`src/rtl/sr_paged_pkg.sv`:
```
package sr_paged_pkg;
  localparam int CMD_BITS  = 8;
  localparam int ADDR_W    = 5;
  localparam int DATA_W    = 24;
  localparam int PAGE_REGS = 1 << ADDR_W;
  localparam logic [DATA_W-1:0] RST_TAG = 24'h5A0000;

  typedef enum logic [1:0] {
    PH_CMD  = 2'd0,
    PH_WR   = 2'd1,
    PH_RD   = 2'd2,
    PH_DONE = 2'd3
  } phase_e;

  function automatic logic [DATA_W-1:0] rst_word(input int pg, input int ad);
    rst_word = RST_TAG + DATA_W'(pg * 256) + DATA_W'(ad);
  endfunction
endpackage

```
`src/rtl/sr_sync.sv`:
```
module sr_sync #(
  parameter int          W       = 1,
  parameter int          STAGES  = 2,
  parameter logic [W-1:0] RST_VAL = '0
) (
  input  logic         clk,
  input  logic         rst_n,
  input  logic [W-1:0] d,
  output logic [W-1:0] q,
  output logic [W-1:0] q_prev
);
  logic [W-1:0] stg [STAGES+1];

  always_ff @(posedge clk or negedge rst_n) begin
    if (!rst_n) stg[0] <= RST_VAL;
    else        stg[0] <= d;
  end

  for (genvar s = 1; s <= STAGES; s++) begin : g_stage
    always_ff @(posedge clk or negedge rst_n) begin
      if (!rst_n) stg[s] <= RST_VAL;
      else        stg[s] <= stg[s-1];
    end
  end

  assign q      = stg[STAGES-1];
  assign q_prev = stg[STAGES];
endmodule

```
`src/rtl/sr_frame_ctrl.sv`:
```
module sr_frame_ctrl
  import sr_paged_pkg::*;
(
  input  logic              clk,
  input  logic              rst_n,
  input  logic              cs_idle,
  input  logic              rise,
  input  logic              fall,
  input  logic              din,
  output logic [ADDR_W-1:0] rd_addr,
  input  logic [DATA_W-1:0] rd_data,
  output logic              wr_en,
  output logic [ADDR_W-1:0] wr_addr,
  output logic [DATA_W-1:0] wr_data,
  output logic              dout
);
  localparam int CNT_W = $clog2(DATA_W);

  phase_e            phase_q, phase_n;
  logic [CNT_W-1:0]  cnt_q, cnt_n;
  logic [DATA_W-1:0] sh_q, sh_n;
  logic [DATA_W-1:0] out_q, out_n;
  logic [ADDR_W-1:0] addr_q, addr_n;
  logic              dout_q, dout_n;
  logic              last_cmd, last_data;

  assign last_cmd  = (cnt_q == CNT_W'(CMD_BITS - 1));
  assign last_data = (cnt_q == CNT_W'(DATA_W - 1));
  assign rd_addr   = sh_q[ADDR_W-1:0];
  assign wr_addr   = addr_q;
  assign wr_data   = {sh_q[DATA_W-2:0], din};
  assign wr_en     = !cs_idle && rise && (phase_q == PH_WR) && last_data;
  assign dout      = dout_q;

  always_comb begin
    phase_n = phase_q;
    cnt_n   = cnt_q;
    sh_n    = sh_q;
    out_n   = out_q;
    addr_n  = addr_q;
    dout_n  = dout_q;
    if (cs_idle) begin
      phase_n = PH_CMD;
      cnt_n   = '0;
      dout_n  = 1'b0;
    end else if (rise) begin
      sh_n = {sh_q[DATA_W-2:0], din};
      unique case (phase_q)
        PH_CMD: begin
          if (last_cmd) begin
            cnt_n  = '0;
            addr_n = sh_q[ADDR_W-1:0];
            if (sh_q[ADDR_W]) begin
              phase_n = PH_WR;
            end else begin
              phase_n = PH_RD;
              out_n   = rd_data;
            end
          end else begin
            cnt_n = cnt_q + 1'b1;
          end
        end
        PH_WR: begin
          if (last_data) phase_n = PH_DONE;
          else           cnt_n   = cnt_q + 1'b1;
        end
        default: ;
      endcase
    end else if (fall && phase_q == PH_RD) begin
      dout_n = out_q[DATA_W-1];
      out_n  = {out_q[DATA_W-2:0], 1'b0};
    end
  end

  always_ff @(posedge clk or negedge rst_n) begin
    if (!rst_n) begin
      phase_q <= PH_CMD;
      cnt_q   <= '0;
      sh_q    <= '0;
      out_q   <= '0;
      addr_q  <= '0;
      dout_q  <= 1'b0;
    end else begin
      phase_q <= phase_n;
      cnt_q   <= cnt_n;
      sh_q    <= sh_n;
      out_q   <= out_n;
      addr_q  <= addr_n;
      dout_q  <= dout_n;
    end
  end
endmodule

```
`src/rtl/sr_reg_bank.sv`:
```
module sr_reg_bank
  import sr_paged_pkg::*;
#(
  parameter int PAGES        = 2,
  parameter int HI_PAGE_REGS = 16,
  localparam int PAGE_W      = (PAGES > 1) ? $clog2(PAGES) : 1
) (
  input  logic              clk,
  input  logic              rst_n,
  input  logic              wr_en,
  input  logic [ADDR_W-1:0] wr_addr,
  input  logic [DATA_W-1:0] wr_data,
  input  logic [ADDR_W-1:0] rd_addr,
  output logic [DATA_W-1:0] rd_data,
  output logic [PAGE_W-1:0] page
);
  localparam int CELLS = PAGES * PAGE_REGS;
  localparam logic [ADDR_W-1:0] SEL_ADDR = '1;

  logic [PAGE_W-1:0] page_q;
  logic [DATA_W-1:0] cell_rd [CELLS];
  logic              page_wr;

  assign page_wr = wr_en && (wr_addr == SEL_ADDR) && (wr_data < DATA_W'(PAGES));

  always_ff @(posedge clk or negedge rst_n) begin
    if (!rst_n)       page_q <= '0;
    else if (page_wr) page_q <= wr_data[PAGE_W-1:0];
  end

  for (genvar p = 0; p < PAGES; p++) begin : g_page
    for (genvar a = 0; a < PAGE_REGS; a++) begin : g_reg
      if (a == PAGE_REGS - 1) begin : g_fixed
        assign cell_rd[p*PAGE_REGS+a] = rst_word(p, a);
      end else if (p == 0 || a < HI_PAGE_REGS) begin : g_store
        logic [DATA_W-1:0] q;
        logic              we;
        assign we = wr_en && (wr_addr == ADDR_W'(a)) && (page_q == PAGE_W'(p));
        always_ff @(posedge clk or negedge rst_n) begin
          if (!rst_n)  q <= rst_word(p, a);
          else if (we) q <= wr_data;
        end
        assign cell_rd[p*PAGE_REGS+a] = q;
      end else begin : g_hole
        assign cell_rd[p*PAGE_REGS+a] = '0;
      end
    end
  end

  always_comb begin
    rd_data = '0;
    for (int i = 0; i < CELLS; i++) begin
      if (i == int'(page_q) * PAGE_REGS + int'(rd_addr)) rd_data = cell_rd[i];
    end
  end

  assign page = page_q;
endmodule

```
`src/rtl/sr_paged_slave.sv`:
```
module sr_paged_slave
  import sr_paged_pkg::*;
#(
  parameter int PAGES        = 2,
  parameter int HI_PAGE_REGS = 16,
  parameter int SYNC_STAGES  = 2,
  localparam int PAGE_W      = (PAGES > 1) ? $clog2(PAGES) : 1
) (
  input  logic clk,
  input  logic rst_n,
  input  logic ser_clk,
  input  logic ser_cs_n,
  input  logic ser_din,
  output logic ser_dout
);
  logic [1:0] rst_pipe;
  logic       rst_sync_n;

  always_ff @(posedge clk or negedge rst_n) begin
    if (!rst_n) rst_pipe <= '0;
    else        rst_pipe <= {rst_pipe[0], 1'b1};
  end
  assign rst_sync_n = rst_pipe[1];

  logic [2:0] pins_s, pins_p;
  logic       sclk_rise, sclk_fall, cs_idle, din_s;

  sr_sync #(.W(3), .STAGES(SYNC_STAGES), .RST_VAL(3'b010)) u_sync (
    .clk    (clk),
    .rst_n  (rst_sync_n),
    .d      ({ser_din, ser_cs_n, ser_clk}),
    .q      (pins_s),
    .q_prev (pins_p)
  );

  assign sclk_rise = pins_s[0] && !pins_p[0];
  assign sclk_fall = !pins_s[0] && pins_p[0];
  assign cs_idle   = pins_s[1];
  assign din_s     = pins_s[2];

  logic [ADDR_W-1:0] rd_addr, wr_addr;
  logic [DATA_W-1:0] rd_data, wr_data;
  logic              wr_en;
  logic [PAGE_W-1:0] page;

  sr_frame_ctrl u_ctrl (
    .clk     (clk),
    .rst_n   (rst_sync_n),
    .cs_idle (cs_idle),
    .rise    (sclk_rise),
    .fall    (sclk_fall),
    .din     (din_s),
    .rd_addr (rd_addr),
    .rd_data (rd_data),
    .wr_en   (wr_en),
    .wr_addr (wr_addr),
    .wr_data (wr_data),
    .dout    (ser_dout)
  );

  sr_reg_bank #(.PAGES(PAGES), .HI_PAGE_REGS(HI_PAGE_REGS)) u_bank (
    .clk     (clk),
    .rst_n   (rst_sync_n),
    .wr_en   (wr_en),
    .wr_addr (wr_addr),
    .wr_data (wr_data),
    .rd_addr (rd_addr),
    .rd_data (rd_data),
    .page    (page)
  );
endmodule

```
`config.mk`:
```
export PLATFORM = sky130hd
export DESIGN_NAME = sr_paged_slave
export DESIGN_NICKNAME = d
export VERILOG_FILES = /design/src/rtl/sr_paged_pkg.sv /design/src/rtl/sr_sync.sv /design/src/rtl/sr_frame_ctrl.sv /design/src/rtl/sr_reg_bank.sv /design/src/rtl/sr_paged_slave.sv
export SDC_FILE = /design/constraint.sdc
export NUM_CORES = 2
export LEC_CHECK = 0
export ABC_CLOCK_PERIOD_IN_PS = 82300
export BUFFER_PORTS_ARGS = -buffer_cell sky130_fd_sc_hd__buf_2
export CELL_PAD_IN_SITES_DETAIL_PLACEMENT = 1
export CELL_PAD_IN_SITES_GLOBAL_PLACEMENT = 2
export CORE_MARGIN = 10
export CORE_UTILIZATION = 41
export CTS_CLUSTER_SIZE = 24
export DETAILED_ROUTE_END_ITERATION = 8
export GPL_TIMING_DRIVEN = 0
export PLACE_DENSITY_LB_ADDON = 0.25
export REMOVE_ABC_BUFFERS = 1
export SLEW_MARGIN = 20
export SYNTH_ARGS = -nofsm -noshare
export SYNTH_HDL_FRONTEND = slang
export SYNTH_SLANG_ARGS = --single-unit
```
`constraint.sdc`:
```
create_clock -name clk -period 82.3 [get_ports clk]
set_input_delay 12.345 -clock clk [delete_from_list [all_inputs] [get_ports clk]]
set_output_delay 12.345 -clock clk [all_outputs]
set_load 0.03 [all_outputs]
```
## Word-level counts from Yosys, hierarchy flattened

Cells that the tools add are included.

- Mux-type cells: 83
- Bitwise gates (word level): 2
- Add/subtract/negate cells: 2
- Eq/ne operators: 105
- Reduce and logical (&&, ||, !) cells: 102
- Order comparisons: 1

Operator list:

| operator | number |
|---|---|
| 2-to-1 mux 24 bit | 69 |
| equality test 7 x 32 -> 1 bit, first input constant | 32 |
| equality test 6 x 32 -> 1 bit, first input constant | 16 |
| equality test 5 x 32 -> 1 bit, first input constant | 8 |
| equality test 4 x 32 -> 1 bit, first input constant | 4 |
| logical AND 1 bit | 86 |
| equality test 5 bit, second input constant | 17 |
| equality test 3 x 32 -> 1 bit, first input constant | 2 |
| equality test 5 x 4 -> 1 bit, second input constant | 8 |
| equality test 2 x 32 -> 1 bit, first input constant | 1 |
| zero test 32 bit | 1 |
| equality test 5 x 3 -> 1 bit, second input constant | 5 |
| < comparator 24 x 2 -> 1 bit, second input constant | 1 |
| 2-to-1 mux 5 bit | 4 |
| equality test 5 x 2 -> 1 bit, second input constant | 2 |
| 2-to-1 mux 2 bit | 5 |
| one-hot mux 5 bit (2 select lines) | 1 |
| inequality test 2 bit, second input constant | 4 |
| AND reduction 4 bit | 2 |
| adder 6 x 5 -> 7 bit | 1 |
| inequality test 3 x 2 -> 1 bit, second input constant | 2 |
| nonzero test 2 bit | 3 |
| adder 5 x 1 -> 5 bit, second input constant | 1 |
| equality test 5 x 1 -> 1 bit, second input constant | 1 |
| other kinds (13) | 19 |

- Word-level logic and storage cells: 353
- Output and inout bits: 1
- Register bits: 1198

## Longest topological paths before layout

- Word-level depth: 70
- Mapped depth: 14
- Mapped depth without buffers: 9

## Modules after synthesis

From an unflattened synthesis, not the netlist that was laid out.

- Cells, all modules: 4658
- Area, all modules: 57128.5 sq um

By module, submodules not included:

| module | instances | cells each | area each (sq um) |
|---|---|---|---|
| sr_reg_bank | 1 | 4367 | 53994.3 |
| sr_frame_ctrl | 1 | 271 | 2791.4 |
| sr_sync | 1 | 15 | 274.0 |
| sr_paged_slave | 1 | 5 | 68.8 |

## Least setup slack after synthesis

OpenSTA, ideal clock, no wires.

- Kind: reg-to-output
- From: register u_ctrl.dout_q (netlist: u_ctrl.dout)
- To: output port ser_dout
- Data arrival time: 0.477 ns
- Data required time: 69.955 ns
- Cell stages (with the launch flop): 1
- Setup slack: 69.478 ns
- Cells stage by stage: dfrtp_1

RTL lines:

| what | line | text |
|---|---|---|
| start, declared | sr_frame_ctrl.sv:24 | `logic dout_q, dout_n;` |
| start signal, assigned | sr_frame_ctrl.sv:89 | `dout_q <= dout_n;` |
| end, declared | sr_paged_slave.sv:14 | `output logic ser_dout` |

No word-level cell between the ends.

## Final worst setup path

- From: register u_ctrl.dout_q (netlist: u_ctrl.dout)
- To: output port ser_dout

No word-level cell between the ends.

==> run metrics <==
status=completed; DR WL met2=101 mm; max cap viols=0; PwrDens=22.0 mW/mm^2; DRC=0; Core Area=approximately 0.14 mm^2; peak supply drop=approximately 0.023 mV; P&R area growth vs syn=16.4%; first-pass GRT wire length=about 320 mm; Die Span Y=393 um; sw frac=30.1%; 1st-iter DRT viols=3457; Worst Setup Start Kind=flip-flop; CP max-delay cell=dfrtp_1; Max H-tree Level=4; root buf cell=clkbuf_16; number of buffers created by CTS=137; Crit path largest cell delay=~360 ps; setup TNS=0 ps; Initial Util=slightly above 40%; WL per Instance=34.2 um; count of cell types in the netlist=86; total iterations of the first detailed-routing run=5; CP Max Fanout=2; HP Class=flip-flop to async pin; count of final setup violators=0; total I/O pin count=6; Pleak=slightly below 30 nW; initial antenna violation count=11; Max Fclk=73.1 MHz; area share of fa/ha/maj cells after synthesis=0.0220%; CTS clk-pin slew, worst paths=60 ps; mux cell area share after synthesis=around a quarter; Synth Area in Compound Gates=11.6%; period utilization=16.6%; Post-Synth XOR/XNOR Area=0.0308%; EDFF count, synth=0; Final Util=48.1%; WS Path Type=flip-flop to output pin; NumNets Final=~4500; Synth Area in Simple Gates=roughly 5.8%; combinational share of power=14.7%; top-area cell type share of the netlist area=38.9%; top sig layer=met5; Placement Rows=136; Syn Inst Count=~4700; layout cell share with drive strength beyond 1=43.0%; post-synth top area cell=dfrtp_1; worst-skew pair later-pin latency=about 810 ps; number of global-route vias before repair=42700; Port Buf Inserts=5; Die Width=393 um; hold_ws=315 ps; Post-DP HPWL=148 mm; Flop pwr share=42.1%; routed vias/inst=6.40; post-CTS sizing=0; largest net degree at the start of global routing=73; largest family of logic cells by synthesized area=multiplexers; GRT Overall Usage=28.3%; CP cell instances=buf_2; ys flop type=dfrtp_1; Tmin final=13670 ps; routed length on met1=95.5 mm; TritonCTS sink count=1198; critical path's top delay family=flip-flops; Max Clock Skew=28.4 ps; sequential fraction of the synthesis area=53.4%; Max Slew Vio Count=0; final hold violations=0; CP required=69960 ps; Mapped Area=0.0569 mm^2; clock share of power=43.1%; Worst EP arrival=1330 ps; clock buffer depth=3; Post-CTS Setup Repair Bufs=0; Placer Congestion=around 0.83; Die Area=0.154 mm^2; synth top area cells=dfrtp_1 39%, mux2_2 22%, dfstp_2 14%; Worst setup EP type=output pin; share of synthesized registers carrying an async set or reset=100%; WP buf/inv=1; remaining antenna violation count=0; sw power=0.439 mW; Vias=41300; max_slew headroom=20.5%; GR Overflow Total=0; WL met3=about 13 mm; number of synthesized register bits=~1200; WL final=between 200 and 250 mm; worst slew pin tran=1180 ps; hold buffers post-CTS=0; RSZ-0062 raised after global routing=false; Avg Cell Area, Syn=12.2 um^2; Pint=1.02 mW; Syn. warnings=0; CTS tree=built
placed cells by master, fill, tap and decap left out, drive strengths merged, types with 29 or more instances in the layout:
cell and count:
a22oi 82, nor3 48, a221oi 54, a21oi 257, nand2 198, a211oi 33
o21ai 229, a31oi 29, nand3 44, nor2 287, mux2 1199, mux2i 66
dfstp 313, dfrtp 885, o221ai 40, o211ai 32, clkbuf 219, buf 174
o22ai 85
sequential cells by signal (all words and copies together) (netlist names):
name,cells
u_sync.stg,3
u_ctrl.cnt_q,5
u_sync.q,3
u_ctrl.phase_q,2
u_bank.page,1
u_ctrl.sh_q,23
rst_pipe,2
u_ctrl.wr_addr,5
u_ctrl.out_q,24
u_sync.q_prev,1
u_bank.g_page.g.g_store.q,1128
u_ctrl.dout,1
per-stage QoR:
stage          total power, mW  instances  cell area, um^2  setup slack [ps]
4_1_cts                   1.46       6450            66200             68580
3_5_place_dp             0.834       6197            61700             69420
2_1_floorplan            0.704       4229            55100             46980
6_report                  1.46       6452            66200             68630
3_3_place_gp             0.816       6028            57300             30750
5_1_grt                   1.50       6451            66200             68570
power by group through the flow:
stage	Combinational [mW]	Clock [mW]	Sequential [mW]
6_report	0.215	0.629	0.614
5_1_grt	0.221	0.662	0.614
4_1_cts	0.211	0.636	0.613
3_5_place_dp	0.210	0	0.624
3_3_place_gp	0.148	0	0.668
2_1_floorplan	0.0708	0	0.633
layer usage:
metal  up-vias  global-route usage, %
met1     22500                   37.9
met2      1318                   44.6
met3       412                   5.17
met4         4                   12.7
li1      17000                      -
met5         -                      0
worst paths after layout:
path                                     start  depth (start not counted)  slack [ps]                                       to
worst max-delay path               u_ctrl.dout                          1       68630                                 ser_dout
worst min-delay path               rst_pipe[1]                          1         320  u_bank.g_page[1].g_reg[2].g_store.q[13]
worst max register to register  u_ctrl.sh_q[2]                          9       76600                         u_ctrl.out_q[12]
worst min register to register     rst_pipe[1]                          1         320  u_bank.g_page[1].g_reg[2].g_store.q[13]
max in group asynchronous                rst_n                          1       70860                              rst_pipe[1]
min in group clk                   rst_pipe[0]                          0         350                              rst_pipe[1]
layout make-up:
cell class,count,area [um^2]
fillers,13800,71400
clock buffers,219,4190
diodes,2,5.00
multi-input cells,3019,25300
flip-flops and latches,1198,30500
repair buffers,174,3580
clock inverters,34,380
inverters,12,57.6
well taps,1794,2240
synth_stat cells (all sizes together), types with 13 or more instances:
cell        n
a221o      13
o221ai     40
a21o       16
a211oi     33
nor3       48
o211ai     32
o22ai      85
mux2i      66
mux4       25
a21oi     257
dfrtp     885
nand3      44
a2111oi    16
a221oi     54
buf       152
nor2b      22
nand2     198
nand2b     14
o21ai     229
a222oi     18
a31oi      29
nor4       18
a22o       15
dfstp     313
a22oi      82
nand4      14
mux2     1199
clkbuf    292
nor2      287
cell families after synthesis:
logic type	count (synthesis)
xor+xnor	2
other cells	1
mux	1290
buf+inv	456
compound gates	1013
fa+ha+maj	1
simple gates	712
flops	1198
Power figures use the tool's default switching activity.
